**config.mk**
```make
export PLATFORM = sky130hd
export DESIGN_NAME = wupd_home_ctrl
export DESIGN_NICKNAME = d
export VERILOG_FILES = /design/src/rtl/wupd_pkg.sv /design/src/rtl/wupd_pick.sv /design/src/rtl/wupd_sharer_track.sv /design/src/rtl/wupd_fsm.sv /design/src/rtl/wupd_home_ctrl.sv
export SDC_FILE = /design/constraint.sdc
export NUM_CORES = 1
export LEC_CHECK = 0
export ABC_AREA = 0
export BUFFER_PORTS_ARGS = -buffer_cell sky130_fd_sc_hd__buf_2
export CORE_ASPECT_RATIO = 1.2
export CORE_UTILIZATION = 44
export CTS_CLUSTER_SIZE = 28
export DETAILED_ROUTE_END_ITERATION = 10
export MAX_ROUTING_LAYER = met4
export PLACE_DENSITY = 0.76
export SYNTH_ARGS = -nofsm -noshare
export SYNTH_HDL_FRONTEND = slang
export SYNTH_SLANG_ARGS = --single-unit
```
**constraint.sdc**
```tcl
create_clock -name clk -period 1.62 [get_ports clk]
set_clock_uncertainty 0.1 [all_clocks]
set_input_delay 0.162 -clock clk [delete_from_list [all_inputs] [get_ports clk]]
set_output_delay 0.162 -clock clk [all_outputs]
set_load 0.05 [all_outputs]
```
**src/rtl/wupd_pkg.sv**
```systemverilog
package wupd_pkg;

   typedef enum logic [2:0] {
      ST_IDLE   = 3'd0,
      ST_LOCK   = 3'd1,
      ST_BLOCK  = 3'd2,
      ST_UPD    = 3'd3,
      ST_WAIT   = 3'd4,
      ST_UNLOCK = 3'd5,
      ST_DONE   = 3'd6
   } wupd_state_e;

   function automatic int idx_width(input int n);
      return (n > 1) ? $clog2(n) : 1;
   endfunction

endpackage

```
**src/rtl/wupd_pick.sv**
```systemverilog
// Lowest-index-first selector over the still-pending sharers.
module wupd_pick #(
   parameter int N = 4
) (
   input  logic [N-1:0] req,
   output logic [N-1:0] grant_oh,
   output logic         any
);
   logic [N:0] below;

   assign below[0] = 1'b0;

   generate
      for (genvar i = 0; i < N; i++) begin : g_chain
         assign below[i+1]  = below[i] | req[i];
         assign grant_oh[i] = req[i] & ~below[i];
      end
   endgenerate

   assign any = below[N];
endmodule

```
**src/rtl/wupd_sharer_track.sv**
```systemverilog
// Keeps the set of sharers still awaiting an update and forms the
// per-sharer block / unblock messages.
module wupd_sharer_track #(
   parameter int N = 4
) (
   input  logic         clk,
   input  logic         rst_n,
   input  logic         load,
   input  logic [N-1:0] load_mask,
   input  logic         do_block,
   input  logic         issue,
   input  logic [N-1:0] grant_oh,
   input  logic         wait_active,
   input  logic [N-1:0] ack_in,
   output logic [N-1:0] pending,
   output logic [N-1:0] blk_req,
   output logic [N-1:0] unblk,
   output logic         ack_hit
);
   logic [N-1:0] cur_oh;
   logic [N-1:0] unblk_q;

   assign ack_hit = wait_active & (|(ack_in & cur_oh));
   assign blk_req = do_block ? pending : '0;
   assign unblk   = unblk_q;

   always_ff @(posedge clk or negedge rst_n) begin
      if (!rst_n) begin
         pending <= '0;
         cur_oh  <= '0;
         unblk_q <= '0;
      end else begin
         if (load) begin
            pending <= load_mask;
         end else if (ack_hit) begin
            pending <= pending & ~cur_oh;
         end

         if (issue) begin
            cur_oh <= grant_oh;
         end else if (ack_hit) begin
            cur_oh <= '0;
         end

         unblk_q <= ack_hit ? cur_oh : '0;
      end
   end
endmodule

```
**src/rtl/wupd_fsm.sv**
```systemverilog
// Transaction sequencer: lock, block all, update each, unlock, done.
module wupd_fsm
   import wupd_pkg::*;
(
   input  logic clk,
   input  logic rst_n,
   input  logic wr_req,
   input  logic pend_any,
   input  logic ack_hit,
   output logic load,
   output logic do_block,
   output logic issue,
   output logic wait_active,
   output logic commit,
   output logic locked,
   output logic done,
   output logic busy
);
   wupd_state_e st_q, st_d;

   always_comb begin
      st_d = st_q;
      unique case (st_q)
         ST_IDLE:   if (wr_req) st_d = ST_LOCK;
         ST_LOCK:   st_d = ST_BLOCK;
         ST_BLOCK:  st_d = ST_UPD;
         ST_UPD:    st_d = pend_any ? ST_WAIT : ST_UNLOCK;
         ST_WAIT:   if (ack_hit) st_d = ST_UPD;
         ST_UNLOCK: st_d = ST_DONE;
         ST_DONE:   st_d = ST_IDLE;
         default:   st_d = ST_IDLE;
      endcase
   end

   always_ff @(posedge clk or negedge rst_n) begin
      if (!rst_n) st_q <= ST_IDLE;
      else        st_q <= st_d;
   end

   assign busy        = (st_q != ST_IDLE);
   assign load        = (st_q == ST_IDLE) & wr_req;
   assign do_block    = (st_q == ST_BLOCK);
   assign issue       = (st_q == ST_UPD) & pend_any;
   assign wait_active = (st_q == ST_WAIT);
   assign commit      = (st_q == ST_UNLOCK);
   assign done        = (st_q == ST_DONE);
   assign locked      = (st_q == ST_LOCK) | (st_q == ST_BLOCK) |
                        (st_q == ST_UPD)  | (st_q == ST_WAIT)  |
                        (st_q == ST_UNLOCK);
endmodule

```
**src/rtl/wupd_home_ctrl.sv**
```systemverilog
module wupd_home_ctrl #(
   parameter int N_SHARERS = 4,
   parameter int DATA_W    = 16,
   parameter int IDX_W     = wupd_pkg::idx_width(N_SHARERS)
) (
   input  logic                 clk,
   input  logic                 rst_n,
   input  logic                 wr_req,
   input  logic [IDX_W-1:0]     wr_node,
   input  logic [DATA_W-1:0]    wr_data,
   input  logic [N_SHARERS-1:0] sharer_mask,
   output logic                 wr_retry,
   output logic                 wr_done,
   output logic [IDX_W-1:0]     wr_done_node,
   output logic [N_SHARERS-1:0] blk_req,
   output logic [N_SHARERS-1:0] upd_valid,
   output logic [DATA_W-1:0]    upd_data,
   input  logic [N_SHARERS-1:0] upd_ack,
   output logic [N_SHARERS-1:0] unblk,
   output logic                 home_locked,
   output logic [DATA_W-1:0]    home_data
);
   initial begin
      assert (N_SHARERS >= 1) else $fatal(1, "N_SHARERS must be at least 1");
      assert (DATA_W >= 1)    else $fatal(1, "DATA_W must be at least 1");
      assert ((1 << IDX_W) >= N_SHARERS) else $fatal(1, "IDX_W too narrow");
   end

   logic                 load, do_block, issue, wait_active, commit, busy;
   logic                 pend_any, ack_hit;
   logic [N_SHARERS-1:0] pending, grant_oh;
   logic [DATA_W-1:0]    data_q, home_q;
   logic [IDX_W-1:0]     node_q;

   wupd_fsm u_fsm (
      .clk         (clk),
      .rst_n       (rst_n),
      .wr_req      (wr_req),
      .pend_any    (pend_any),
      .ack_hit     (ack_hit),
      .load        (load),
      .do_block    (do_block),
      .issue       (issue),
      .wait_active (wait_active),
      .commit      (commit),
      .locked      (home_locked),
      .done        (wr_done),
      .busy        (busy)
   );

   wupd_pick #(.N(N_SHARERS)) u_pick (
      .req      (pending),
      .grant_oh (grant_oh),
      .any      (pend_any)
   );

   wupd_sharer_track #(.N(N_SHARERS)) u_track (
      .clk         (clk),
      .rst_n       (rst_n),
      .load        (load),
      .load_mask   (sharer_mask),
      .do_block    (do_block),
      .issue       (issue),
      .grant_oh    (grant_oh),
      .wait_active (wait_active),
      .ack_in      (upd_ack),
      .pending     (pending),
      .blk_req     (blk_req),
      .unblk       (unblk),
      .ack_hit     (ack_hit)
   );

   always_ff @(posedge clk or negedge rst_n) begin
      if (!rst_n) begin
         data_q <= '0;
         node_q <= '0;
         home_q <= '0;
      end else begin
         if (load) begin
            data_q <= wr_data;
            node_q <= wr_node;
         end
         if (commit) begin
            home_q <= data_q;
         end
      end
   end

   assign wr_retry     = wr_req & busy;
   assign upd_valid    = issue ? grant_oh : '0;
   assign upd_data     = data_q;
   assign wr_done_node = node_q;
   assign home_data    = home_q;
endmodule

```
==> impl_metrics.yaml <==
global_route:
  grt-ovfl-total: 0
  grt_start_max_net_pins: 22
  antenna_found_initial: 0
  grt_pass1_wl_mm: 8.35
  grt_usage_pct: 22.3
  grt_pass1_vias: 1791
setup_path:
  max_stage_delay_ns: 0.47
  slowest_stage: "dfrtp_2"
  crit_arrival_ns: 1.51
  r2r_end: "u_track.pending[3]"
  cp.required_ns: 1.36
  start_kind: "register"
  cp_num_buf_inv: 1
  reg2reg_from: "u_fsm.st_q[1]"
  path_delay_family: "simple AND/OR/NAND/NOR gates"
  worst-setup-path-type: "reg -> out"
  critical_path.max_fanout: 8
  reg2reg_slack_ns: 0
  end_kind: "output port"
  reg2reg_depth: 4
  path_cells: "nand3b_4 > nor4_4 > buf_6"
  crit_start: "u_fsm.st_q[2]"
logic_synthesis:
  yosysTopAreaCell: "dfrtp_1"
  syn_area_mm2: 0.00216
  synth_seq_cells: 49
  ys_types: 33
  synth_fp_nets: 218
  async_flop_share_pct: 100
  synthMostInstantiatedCell: "nand2_1"
  synth_top_area_share_pct: 56.9
  synthTopCellsByCount: "nand2_1 (60), dfrtp_1 (49), mux2_2 (16), nand2b_1 (5), o21ai_0 (5)"
  avgSynthCellArea_um2: 11.4
  ys_seq_area_share_pct: 56.9
  synth_flop_cell: "dfrtp_1"
  synth_area_leaders: "dfrtp_1 (57%), nand2_1 (10%), mux2_2 (8.4%)"
  synth-edff-count: 0
  synthCells: 189
  yosysWarnings: 0
clock_tree:
  clkTransAtPathRegs_ns: 0.09
  clock_sinks: 49
  h-tree-depth: 2
  clock_tree.buffer_depth: 2
  worstSkewPairLatency_ns: 0.30
  cts_tree: "yes"
  root_buffer: "clkbuf_8"
  cts-buffers-inserted: 5
pwr:
  peakVddDrop_mv: 0.933
  p_per_area_mw_per_mm2: 2200
  p_sw_share_pct: 50.2
  p_comb_share_pct: 57.7
  p_clk_share_pct: 12.4
  p_leak_nw: 1.68
  total_power_mw: 7.30
  intPower_mw: 3.64
  p_sw_mw: 3.67
  seq_power_share_pct: 29.9
drt:
  drt_first_pass_iters: 4
  wl_mm: 5.71
  detail_route.wl_per_cell_um: 15.3
  drtIter0Drc: 132
  via_count: 1867
  drc: 0
  postRouteAntennaNets: 0
  via_per_inst: 5.01
timing:
  tightest_slew_ns: 0.612
  period_share_pct: 109
  report.final.slew_viol_count: 0
  rsz0062_at_grt: "yes"
  finalHoldViolations: 0
  fmax_ghz: 0.565
  fin_hold_ws_ns: 0.199
  setup_viol_count_final: 11
  relSlewSlack_pct: 59.2
  setup_ws_ns: -0.149
  period_minus_slack_ns: 1.77
floorplan:
  design.core.area_mm2: 0.00466
  dieHeight_um: 78.7
  initial_core_util_pct: 46.2
  die-area_mm2: 0.00519
  num_io_pins: 78
  rows: 27
  dieWidth_um: 65.9
placement:
  gp_congestion: 0.926
  hpwlAfterDp_mm: 3.61
  port_buffers: 77
worst_hold_path:
  hp-start: "wr_req"
  hold_end: "u_fsm.st_q[0]"
  hold_depth: 4
  min_path_type: "in -> reg"
outcome:
  status: "finished, violations left"
  violations: "setup timing"
cells_and_area:
  area_growth_pct: 53.9
  fin_util_pct: 71.2
  fillCellCount: 352
  drive_gt1_share_pct: 51.7
  insertedDiodeCount: 0
  nets: 343
flow_run:
  maxCapViolations: 0
## cell usage in the layout, fill, tap and decap left out, drive strengths merged
cell type / count
a2111oi: 5
a211o: 1
a21o: 1
a21oi: 3
a22oi: 2
and2: 4
buf: 104
bufinv: 1
clkbuf: 7
dfrtp: 49
dlygate4sd3: 23
inv: 3
mux2: 16
nand2: 61
nand2b: 5
nand3: 1
nand3b: 1
nor2: 3
nor2b: 1
nor3: 3
nor4: 3
nor4b: 2
o21ai: 8
o21bai: 2
o22ai: 1
o2bb2ai: 2
o31ai: 1
or2b: 1
or4b: 1
## worst max path at each step
stage                               to  cells past startpoint
final                     upd_valid[3]                      3
after global routing      upd_valid[3]                      3
after CTS                 upd_valid[1]                      4
after detailed placement  home_data[6]                      3
after global placement    home_data[9]                      3
after floorplan             blk_req[0]                      3
## what timing repair did
| action | CTS | global route |
|---|---|---|
| gates resized for setup | 26 | 30 |
| pin swaps | 1 | 7 |
| cloned | 0 | 2 |
| setup buffers | 6 | 4 |
| hold buffers | 23 | 0 |
| endpoints found under the hold margin | 41 | 0 |
| setup endpoints to repair | 27 | 36 |
## state kept, by name, summed over array words and instances, names as in the netlist
| register | count |
|---|---|
| u_track.unblk | 4 |
| wr_done_node | 2 |
| u_fsm.st_q | 3 |
| u_track.pending | 4 |
| u_track.cur_oh | 4 |
| home_data | 16 |
| upd_data | 16 |
## cell type report
| cell class | count | area (µm²) | share of cell area (%) |
|---|---|---|---|
| sequential | 49 | 1230 | 37.1 |
| multi-input combinational | 128 | 966 | 29.1 |
| timing repair buffer | 127 | 921 | 27.8 |
| clock buffer | 7 | 86.3 | 2.60 |
| tap | 58 | 72.6 | 2.19 |
| clock inverter | 1 | 30.0 | 0.905 |
| inverter | 3 | 11.3 | 0.339 |
## worst min-delay path: cells and delay by family
family	cells	cell delay [ns]
AOI/OAI and AO/OA	2	0.23
buffers and inverters	1	0.13
and+or+nand+nor	1	0.05
## per-layer routing
metal / part of all wire [%] / global-route usage [%] / routed length, µm
met3: 3.9 / 4.07 / 223
met2: 55 / 39.9 / 3150
met4: 0.96 / 6.96 / 55
met5: 0 / - / 0
met1: 40 / 24.5 / 2280
## cells by family (layout without fill, tap and decap cells)
kind of cell	count (synthesis)	after routing	share of synthesized area, %
buffers and inverters	12	138	3.89
muxes	16	16	8.36
AOI/OAI and AO/OA	26	26	10.7
DFF	49	49	56.9
and+or+nand+nor	86	86	20.2
## metrics by stage
stage               std cells  TNS, ns  cell area, µm²  worst slack (ns)
floorplan                 189   -0.511            2190            -0.288
global placement          332        0            2710            0.0177
detailed placement        332   -0.794            2710           -0.0662
CTS                       369    -1.76            3180            -0.102
global route              373    -2.09            3320            -0.222
finish                    373   -0.817            3320            -0.149
## power by group through the flow
stage	clock (mW)	sequential, mW	combinational [mW]
floorplan	0	3.42	1.51
global placement	0	2.15	3.64
detailed placement	0	2.18	3.71
CTS	0.915	2.16	4.00
global route	0.954	2.25	4.45
finish	0.907	2.18	4.21
No activity file was read; power rests on OpenSTA's default activity.
